File: src/rtl/branch_check_unit.sv
module branch_check_unit #(
  parameter int W   = 4,
  parameter int SW  = 16,
  parameter int AW  = 32,
  parameter int ISZ = 4,
  parameter int DS  = 0
) (
  input  logic                     clk,
  input  logic                     rst_n,
  input  logic [W-1:0]             in_valid,
  input  logic [W*SW-1:0]          in_seq,
  input  logic [W*AW-1:0]          in_pc,
  input  logic [W*AW-1:0]          in_npc,
  input  logic [W*AW-1:0]          in_pred_npc,
  input  logic [W*AW-1:0]          in_target,
  input  logic [W-1:0]             in_pred_taken,
  input  logic [W-1:0]             in_ctrl,
  input  logic [W-1:0]             in_direct,
  input  logic [W-1:0]             in_uncond,
  input  logic [W-1:0]             in_cond_ds,
  output logic [W-1:0]             out_valid,
  output logic [W*AW-1:0]          out_pred_npc,
  output logic [W-1:0]             ctrl_mis,
  output logic [$clog2(W+1)-1:0]   resolved_cnt,
  output logic                     redir_valid,
  output logic [AW-1:0]            redir_npc,
  output logic [AW-1:0]            redir_nnpc,
  output logic                     redir_taken,
  output logic [SW-1:0]            redir_seq,
  output logic [SW-1:0]            redir_squash_seq
);
  localparam int IW = (W > 1) ? $clog2(W) : 1;
  localparam int CW = $clog2(W + 1);
  localparam logic [AW-1:0] STEP = AW'(ISZ);

  logic [SW-1:0] seq  [W];
  logic [AW-1:0] pc   [W];
  logic [AW-1:0] npc  [W];
  logic [AW-1:0] pnpc [W];
  logic [AW-1:0] tgt  [W];
  logic [W-1:0]  chk;
  logic [W-1:0]  mis;
  logic [W-1:0]  kill;

  logic          pend;
  logic [SW-1:0] p_seq;
  logic [AW-1:0] p_tgt;
  logic          p_tkn;

  logic          hit;
  logic [IW-1:0] hidx;
  logic          nxt_v;

  genvar g;
  generate
    for (g = 0; g < W; g++) begin : g_lane
      assign seq[g]  = in_seq[g*SW +: SW];
      assign pc[g]   = in_pc[g*AW +: AW];
      assign npc[g]  = in_npc[g*AW +: AW];
      assign pnpc[g] = in_pred_npc[g*AW +: AW];
      assign tgt[g]  = in_target[g*AW +: AW];
      assign chk[g]  = in_valid[g] & in_ctrl[g] & in_direct[g] & in_uncond[g];
      assign mis[g]  = chk[g] & ~pend & (tgt[g] != pnpc[g]);
      assign kill[g] = redir_valid & (seq[g] > redir_squash_seq);
      assign out_valid[g] = in_valid[g] & ~kill[g];
      assign ctrl_mis[g]  = out_valid[g] & in_pred_taken[g] & ~in_ctrl[g];
      assign out_pred_npc[g*AW +: AW] = (hit && hidx == IW'(g)) ? tgt[g] : pnpc[g];
    end
  endgenerate

  always_comb begin
    hit   = 1'b0;
    hidx  = '0;
    nxt_v = 1'b0;
    for (int j = 0; j < W; j++) begin
      if (!hit && mis[j]) begin
        hit   = 1'b1;
        hidx  = IW'(j);
        nxt_v = (j + 1 < W) ? in_valid[(j + 1) % W] : 1'b0;
      end
    end
  end

  logic immed, defer, now_ds, go_pend, pend_fire;
  assign immed     = hit & ((DS == 0) | (in_pred_taken[hidx] & in_cond_ds[hidx]));
  assign defer     = hit & ~immed;
  assign now_ds    = defer & nxt_v;
  assign go_pend   = defer & ~nxt_v;
  assign pend_fire = pend & (|in_valid);

  logic [AW-1:0] h_tgt;
  logic          h_tkn;
  assign h_tgt = tgt[hidx];
  assign h_tkn = npc[hidx] != (pc[hidx] + STEP);

  assign redir_valid      = immed | now_ds | pend_fire;
  assign redir_npc        = pend ? p_tgt : h_tgt;
  assign redir_nnpc       = redir_npc + STEP;
  assign redir_taken      = pend ? p_tkn : h_tkn;
  assign redir_seq        = pend ? p_seq : seq[hidx];
  assign redir_squash_seq = pend  ? p_seq + SW'(1) :
                            immed ? seq[hidx] : seq[hidx] + SW'(1);

  always_comb begin
    resolved_cnt = '0;
    for (int j = 0; j < W; j++)
      if (out_valid[j] && chk[j] && !pend) resolved_cnt = resolved_cnt + CW'(1);
  end

  always_ff @(posedge clk or negedge rst_n) begin
    if (!rst_n) begin
      pend  <= 1'b0;
      p_seq <= '0;
      p_tgt <= '0;
      p_tkn <= 1'b0;
    end else if (pend) begin
      if (|in_valid) pend <= 1'b0;
    end else if (go_pend) begin
      pend  <= 1'b1;
      p_seq <= seq[hidx];
      p_tgt <= h_tgt;
      p_tkn <= h_tkn;
    end
  end
endmodule


File: config.mk
export PLATFORM = sky130hd
export DESIGN_NAME = branch_check_unit
export DESIGN_NICKNAME = d
export VERILOG_FILES = /design/src/rtl/branch_check_unit.sv
export SDC_FILE = /design/constraint.sdc
export NUM_CORES = 1
export LEC_CHECK = 0
export BUFFER_PORTS_ARGS = -buffer_cell sky130_fd_sc_hd__buf_4
export CAP_MARGIN = 20
export CORE_AREA = 8 8 321 323
export CTS_BUF_LIST = sky130_fd_sc_hd__clkbuf_8
export DETAILED_ROUTE_END_ITERATION = 8
export DIE_AREA = 0 0 329 331
export PLACE_DENSITY = 0.36
export SYNTH_ARGS = -nofsm -noshare
export SYNTH_HDL_FRONTEND = slang
export SYNTH_SLANG_ARGS = --single-unit
File: constraint.sdc
create_clock -name clk -period 13.45 [get_ports clk]
set_input_delay 1.345 -clock clk [delete_from_list [all_inputs] [get_ports clk]]
set_output_delay 1.345 -clock clk [all_outputs]
set_load 0.01 [all_outputs]
==> flow_summary.yaml, run 1 <==
place:
  post_dp_cell_area_um2: 18500
  place_ws_ns: 2.90
  post-place-cells: 3748
  hpwlAfterDp_um: 95400
  place_congestion: 0.871
  io_buffers: 834
timing:
  timing.final.ws_setup_ns: 3.05
  hold_viol: 0
  setup_tns_ns: 0
  fmax_mhz: 96.2
  fin_crit_sh: 0.773
  period_minus_slack_ns: 10.40
  rsz0062_at_grt: "no"
  maxSlewViolCount: 0
  tightest_slew_ns: 0.927
  finalSetupViolCount: 0
  fin_skew_ns: 0
  relSlewSlack: 0.374
die:
  ios: 839
  core_area_um2: 97700
  die_h_um: 331
  rows: 115
  start_util: 0.111
  die_x_um: 329
  dieArea_um2: 109000
synthesis:
  syn-num-nets: 2368
  avgSynthCellArea_um2: 6.38
  netlist_top_cells_area: "nand2_1, xnor2_1, ha_1, xor2_1, nor4_4"
  synth-async-reset-ratio: 1.00
  synthesis.area_um2: 10800
  yosysSeqAreaShare: 0.00231
  syn_inst: 1696
  ys_seq_elements: 1
  yosysTopAreaCell: "nand2_1"
  yosys.cell_types.count: 95
  ys_warn_count: 0
  synth_top_area_frac: 0.166
  ys.flop_type: "dfrtp_1"
  synth_edf_count: 0
worst_hold_path:
  hold-path-endpoint: "pend$_DFF_PN0_"
  min-delay-start: "pend$_DFF_PN0_"
  hold_path_class: "reg2reg"
  min_path_cells: 3
global_route:
  grt_usage: 0.187
  grt_pass1_vias: 16800
  grt_pass1_wl_um: 143000
  overflow: 0
  grt_max_degree: 65
  antenna_found_initial: 18
layout:
  largest-register: "pend"
  fillCellCount: 11400
  area_growth_pct: 71.5
  final_area_um2: 18600
  nets: 3135
  drive_above_1_share: 0.388
  finalNonFillerCells: 3757
  largest_reg_flops: 1
  largest_registers: "pend (1)"
worst_setup_path:
  r2r_slack_ns: 12.32
  path_class: "in2out"
  cp-start-kind: "input port"
  worstReg2RegStart: "pend$_DFF_PN0_"
  timing.rr.end: "pend$_DFF_PN0_"
  cp.required_ns: 12.10
  r2r_cells: 3
  worstPathArrival_ns: 9.05
  crit_path_end_kind: "output port"
  cp_max_fo: 17
clock_network:
  ctsHoldBuffers: 0
  ctsResizeCount: 0
  postCtsSetupBuffers: 0
  clk_latency_ns: 0
  path_clk_slew_ns: 0
drt:
  wl_per_cell_um: 29.1
  wl_met3_um: 6900
  ant_nets: 0
  drc_errors: 0
  vias: 15900
  routed_wl_um: 109000
  wl_met1_um: 41000
  drtIter0Drc: 863
  firstDrtPassIters: 5
  via_per_inst: 4.23
  dr_wl_met2_um: 59500
  top_layer: "met5"
flow_run:
  drv_cap: 0
status:
  outcome: "finished, final reports clean"
## area by class of cell
class | instances | area [um^2] | area share
Inverter | 47 | 176 | 0.00950
Sequential cell | 1 | 26.3 | 0.00141
Timing Repair Buffer | 869 | 6520 | 0.351
Multi-Input combinational cell | 1544 | 10200 | 0.550
Tap cell | 1287 | 1610 | 0.0867
Antenna cell | 9 | 22.5 | 0.00121
## per-layer routing
layer | global-route usage | vias to the layer above
li1 | - | 7602
met1 | 0.203 | 7547
met2 | 0.374 | 667
met3 | 0.0405 | 64
met4 | 0.0258 | 16
met5 | 0 | -
## cells by family (layout without fill, tap and decap cells)
| family | Yosys count | count (layout) | synth area share |
|---|---|---|---|
| buffers and inverters | 151 | 916 | 0.0649 |
| and+or+nand+nor | 830 | 830 | 0.382 |
| muxes | 38 | 38 | 0.0354 |
| adders and majority gates | 70 | 70 | 0.0809 |
| DFF | 1 | 1 | 0.00231 |
| xor gates and xnor gates | 213 | 213 | 0.172 |
| AOI/OAI and AO/OA | 393 | 393 | 0.263 |
| other | 0 | 9 | 0 |
## how the worst max path moves through the flow
| stage | startpoint | endpoint | slack [ns] | cells past startpoint |
|---|---|---|---|---|
| 2_1_floorplan | in_pred_npc[41] | resolved_cnt[1] | 5.02 | 34 |
| 3_3_place_gp | in_pred_npc[42] | resolved_cnt[1] | 2.83 | 31 |
| 3_5_place_dp | in_pred_npc[42] | resolved_cnt[1] | 2.90 | 31 |
| 4_1_cts | in_pred_npc[42] | resolved_cnt[1] | 2.87 | 31 |
| 5_1_grt | in_pred_npc[102] | resolved_cnt[1] | 2.46 | 34 |
| 6_report | in_pred_npc[102] | resolved_cnt[1] | 3.05 | 28 |
## placed cells by master, fill, tap and decap left out, types with 16 or more instances in the layout
cell / n
nand4_1: 47
a21oi_1: 66
nand2_1: 479
o22ai_1: 17
o21ai_0: 72
nor2_1: 96
buf_4: 869
nand3_1: 36
mux2i_1: 36
nor4_4: 18
a221oi_1: 16
xor2_1: 73
ha_1: 70
xnor2_1: 140
a21o_1: 17
o21a_1: 30
nor3_1: 21
o221ai_1: 43
nor2b_1: 19
a31oi_1: 22
inv_1: 45
## worst max-delay path, cell delays in order
cell and delay (ns):
buf_4 0.12, xnor2_1 0.66, nand4_1 0.24, nor4_1 0.72, a21oi_4 0.17, buf_4 0.29, a31oi_1 0.28, o22a_1 0.17
o21ai_0 0.25, or3_4 0.50, nor4_4 0.19, or3b_4 0.45, nor4_4 0.26, xnor2_1 0.15, nand2_1 0.19, ha_1 0.39
nand4_1 0.10, nor2_1 0.24, o21ai_0 0.13, a21boi_0 0.16, o21ai_0 0.09, a221oi_1 0.53, nor2_1 0.12, ha_1 0.35
xor2_1 0.23, ha_1 0.26, mux2_2 0.26, buf_4 0.15
## Yosys cell counts (6+ instances only)
master	instances
o22a_1	9
nand4_1	47
or3_1	12
xnor2_1	140
a31oi_1	22
mux2i_1	36
and4_1	6
nor2_1	97
o221a_2	7
ha_1	70
a211oi_1	8
nor4_1	13
o221ai_1	43
inv_1	45
a21o_1	20
and3_1	11
and2_1	11
o211a_1	8
xor2_1	73
o21a_1	30
buf_4	7
nand2b_1	10
nand2_1	480
buf_2	40
buf_1	19
nand3_1	37
o22ai_1	17
nor3_1	22
a22oi_1	14
o21ai_0	72
a221oi_1	16
a21oi_1	68
buf_6	8
nor4_4	18
clkbuf_1	30
nor2b_1	19
## through the flow
stage               utilization  hold slack [ns]
finish                    0.190            0.873
global route              0.190            0.910
CTS                       0.190            0.896
detailed placement        0.190            0.896
global placement          0.190            0.900
floorplan                     -             1.05
==> inputs of run 2 (changes only) <==
ABC_AREA = 1   (was default)
CORE_AREA = 8 8 318 320   (was 8 8 321 323)
DIE_AREA = 0 0 326 328   (was 0 0 329 331)
PLACE_DENSITY = 0.38   (was 0.36)
clock period = 10.2 ns   (was 13.45 ns; I/O delays follow)
==> flow_summary.yaml, run 2 <==
global_route:
  grt_pass1_wl_um: 137000
  grt_max_degree: 68
  grt_usage: 0.173
  grt_busiest_layer: "met2"
  antenna_found_initial: 15
  overflow: 0
  use_met2: 0.295
  grt_pass1_vias: 18600
  grtUsageMet1: 0.228
  grt.met3_usage: 0.0439
drt:
  via_per_inst: 4.11
  wl_per_cell_um: 22.3
  drtIter0Drc: 1048
  firstDrtPassIters: 5
  routed_wl_um: 99600
  vias: 18400
  drc_errors: 0
  ant_nets: 0
worst_hold_path:
  hold_path_class: "reg2reg"
  min_path_cells: 2
  min-delay-start: "pend$_DFF_PN0_"
  hold-path-endpoint: "pend$_DFF_PN0_"
pwr:
  p_int_uw: 441
  p_comb_frac: 0.996
  p_sw_frac: 0.570
  power_density_nw_per_um2: 52.4
  report.power.total_uw: 1020
  p_leak_uw: 0.0107
  power_switching_uw: 584
  power.share.clock: 0
  p_seq_frac: 0.004
  irDropWorstVdd_uv: 20.6
timing:
  rsz0062_at_grt: "no"
  period_minus_slack_ns: 9.02
  relSlewSlack: 0.261
  setup_tns_ns: 0
  timing.final.ws_setup_ns: 1.18
  finalSetupViolCount: 0
  fin_crit_sh: 0.884
  tightest_slew_ns: 1.10
  hold_viol: 0
  fin_skew_ns: 0
  hold-worst-slack_ns: 0.729
  maxSlewViolCount: 0
  fmax_mhz: 111
synthesis:
  yosysSeqAreaShare: 0.00207
  ys.flop_type: "dfrtp_1"
  synth_common_cells: "nand2_1, inv_1, nor2_1"
  syn-num-nets: 3103
  ys_warn_count: 0
  syn_inst: 2431
  synth-async-reset-ratio: 1.00
  yosysMostFrequentCell: "nand2_1"
  synth_fa_ha_area_frac: 0.0723
  synth_compound_area_frac: 0.130
  yosysTopAreaCell: "nand2_1"
  yosys.cell_types.count: 60
  synth_edf_count: 0
  ys_seq_elements: 1
  synthesis.area_um2: 12100
  synth_top_area_frac: 0.285
  netlist_top_cells_area: "nand2_1, inv_1, nor2_1, ha_1, nand3_1"
  avgSynthCellArea_um2: 4.98
  synth_top_family_by_area: "simple AND/OR/NAND/NOR gates"
  muxShareOfSynthArea: 0.0214
  synth-simple-area-share: 0.534
  synth_xor_area_frac: 0.0904
layout:
  nets: 3866
  layout_commonest_cell: "nand2_1"
  area_growth_pct: 61.4
  largest_reg_flops: 1
  seqCellArea_um2: 26.3
  largest-register: "pend"
  fillCellCount: 11400
  layout_common_cells: "nand2_1, buf_4, inv_1"
  fin_util: 0.204
  multiInputGateArea_um2: 10300
  largest_registers: "pend (1)"
  drive_above_1_share: 0.305
clock_network:
  postCtsSetupBuffers: 0
  ctsResizeCount: 0
  ctsHoldBuffers: 0
  clk_latency_ns: 0
  path_clk_slew_ns: 0
worst_setup_path:
  crit_path_end_kind: "output port"
  cp_max_fo: 17
  r2r_slack_ns: 9.24
  worstPathArrival_ns: 8.00
  cp.required_ns: 9.18
  cpPeakStageDelay_ns: 0.48
  worstReg2RegStart: "pend$_DFF_PN0_"
  r2r_cells: 2
  startpoint: "in_pred_npc[46]"
  path_class: "in2out"
  slowest_stage: "nor3_1"
  critPathMostFrequentCell: "nand2_1"
  cp-start-kind: "input port"
  timing.rr.end: "pend$_DFF_PN0_"
die:
  rows: 114
  dieArea_um2: 107000
  start_util: 0.126
  die_h_um: 328
  ios: 839
  die_x_um: 326
  core_area_um2: 96000
place:
  place_ws_ns: 1.06
  io_buffers: 834
  place_congestion: 0.922
  hpwlAfterDp_um: 88300
status:
  outcome: "finished, final reports clean"
flow_run:
  drv_cap: 0
-- run 2: cell families after synthesis --
kind of cell    count (synthesis)
compound gates                262
xor+xnor                      125
fa+ha+maj                      70
buf+inv                       414
flops                           1
mux                            23
simple gates                 1536
-- run 2: per-layer routing --
| layer | part of all wire | wire (um) |
|---|---|---|
| met1 | 0.45 | 45000 |
| met3 | 0.075 | 7480 |
| met2 | 0.46 | 46100 |
| met5 | 0.00096 | 96 |
| met4 | 0.0086 | 858 |
-- run 2: power groups by stage --
stage	registers [uW]	logic, uW	clock network (uW)
6_report	4.04	1020	0.0000322
5_1_grt	4.04	1130	0.0000262
4_1_cts	4.04	1030	0
3_5_place_dp	4.04	1030	0
3_3_place_gp	4.04	1030	0
2_1_floorplan	4.04	477	0
-- run 2: worst max-delay path, delay by kind of cell --
kind / cells / cell delay [ns]
AOI/OAI and AO/OA: 3 / 0.47
and+or+nand+nor: 24 / 4.18
muxes: 1 / 0.25
buffers and inverters: 13 / 1.08
adders and majority gates: 4 / 0.96
-- run 2: worst max path at each step --
stage | depth (start not counted) | endpoint | slack, ns
3_5_place_dp | 36 | resolved_cnt[1] | 1.06
6_report | 45 | resolved_cnt[1] | 1.18
4_1_cts | 36 | resolved_cnt[1] | 1.04
5_1_grt | 36 | resolved_cnt[1] | 0.34
3_3_place_gp | 35 | resolved_cnt[1] | 1.03
2_1_floorplan | 44 | resolved_cnt[1] | 3.35
-- run 2: final cells by class --
cell class	instances	area share
diodes	6	0.000768
inverters	316	0.0610
multi-input cells	2016	0.525
flip-flops and latches	1	0.00134
well taps	1276	0.0817
repair buffers	859	0.330
-- run 2: through the flow --
stage,cells,cell area [um^2]
5_1_grt,4470,19500
2_1_floorplan,2431,12100
3_3_place_gp,4468,19500
6_report,4474,19600
4_1_cts,4468,19500
3_5_place_dp,4468,19500
Power figures use the tool's default switching activity.
==> inputs of run 3 (changes only) <==
CELL_PAD_IN_SITES_DETAIL_PLACEMENT = 1   (was default)
CELL_PAD_IN_SITES_GLOBAL_PLACEMENT = 2   (was default)
CORE_AREA = 8 8 319 321   (was 8 8 318 320)
DIE_AREA = 0 0 327 329   (was 0 0 326 328)
PLACE_DENSITY = 0.66   (was 0.38)
==> flow_summary.yaml, run 3 (same netlist as run 2, synthesis figures left out) <==
status:
  outcome: "finished, final reports clean"
timing:
  fin_crit_sh: 0.887
  fmax_mhz: 111
  period_minus_slack_ns: 9.04
  setup_tns_ns: 0
  rsz0062_at_grt: "no"
  relSlewSlack: 0.193
  fin_skew_ns: 0
  maxSlewViolCount: 0
  finalSetupViolCount: 0
  tightest_slew_ns: 1.20
  hold_viol: 0
worst_setup_path:
  cp.required_ns: 9.18
  r2r_cells: 2
  crit_path_end_kind: "output port"
  critPathMostFrequentCell: "nand2_1"
  startpoint: "in_pred_npc[38]"
  r2r_slack_ns: 9.19
  cp_max_fo: 17
  cp-start-kind: "input port"
  slowest_stage: "o221ai_1"
  cpPeakStageDelay_ns: 0.48
  path_class: "in2out"
  cp-endpoint: "resolved_cnt[2]"
  worstPathArrival_ns: 8.02
  worstReg2RegStart: "pend$_DFF_PN0_"
  timing.rr.end: "pend$_DFF_PN0_"
drt:
  routed_wl_um: 105000
  ant_nets: 0
  vias: 18600
  drc_errors: 0
  wl_per_cell_um: 23.3
  drtIter0Drc: 949
  via_per_inst: 4.15
  firstDrtPassIters: 5
place:
  hpwlAfterDp_um: 92900
  place_congestion: 0.903
  io_buffers: 834
layout:
  largest_registers: "pend (1)"
  largest-register: "pend"
  fin_util: 0.202
  layout_commonest_cell: "nand2_1"
  drive_above_1_share: 0.305
  nets: 3869
  fillCellCount: 12600
  layout_common_cells: "nand2_1, buf_4, inv_1"
  area_growth_pct: 61.8
  largest_reg_flops: 1
global_route:
  grt_max_degree: 86
  overflow: 0
  antenna_found_initial: 19
  grt_pass1_vias: 19500
  grt_pass1_wl_um: 144000
  grt_usage: 0.182
die:
  die_h_um: 329
  rows: 115
  dieArea_um2: 108000
  ios: 839
  start_util: 0.125
  die_x_um: 327
  core_area_um2: 97100
clock_network:
  ctsResizeCount: 0
  path_clk_slew_ns: 0
  ctsHoldBuffers: 0
  clk_latency_ns: 0
  postCtsSetupBuffers: 0
worst_hold_path:
  hold_path_class: "in2async"
flow_run:
  drv_cap: 0
## run 3: layout make-up
| class | count | area [um^2] | share of cell area |
|---|---|---|---|
| inverters | 316 | 1190 | 0.0608 |
| repair buffers | 862 | 6480 | 0.331 |
| diodes | 5 | 12.5 | 0.000638 |
| well taps | 1287 | 1610 | 0.0822 |
| multi-input cells | 2016 | 10300 | 0.524 |
| flip-flops and latches | 1 | 26.3 | 0.00134 |
## run 3: worst max-delay path, delay by kind of cell
kind	cells	cell delay [ns]
AO/OA/AOI/OAI	5	1.78
XOR/XNOR	2	0.69
adder cells (fa/ha/maj)	3	0.80
buffers and inverters	9	0.85
AND/OR/NAND/NOR	20	2.84
## run 3: through the flow
step	area [um^2]	std cells	worst slack, ns	hold WS, ns
2_1_floorplan	12100	2431	3.35	0.724
3_3_place_gp	19600	4482	1.03	0.816
3_5_place_dp	19600	4482	0.983	0.824
4_1_cts	19600	4482	0.965	0.824
5_1_grt	19600	4483	0.405	0.822
6_report	19600	4487	1.16	0.819
## run 3: layer usage
metal	track usage	share of wire	up-vias
li1	-	-	9208
met2	0.306	0.46	600
met4	0.00773	0.0057	14
met3	0.0478	0.071	32
met1	0.244	0.47	8769
met5	0	0.00089	-
## run 3: worst min path at each step
stage / from / endpoint / slack [ns]
2_1_floorplan: rst_n / pend$_DFF_PN0_ / 0.72
3_3_place_gp: pend$_DFF_PN0_ / pend$_DFF_PN0_ / 0.82
3_5_place_dp: rst_n / pend$_DFF_PN0_ / 0.82
4_1_cts: rst_n / pend$_DFF_PN0_ / 0.82
5_1_grt: rst_n / pend$_DFF_PN0_ / 0.82
6_report: rst_n / pend$_DFF_PN0_ / 0.82
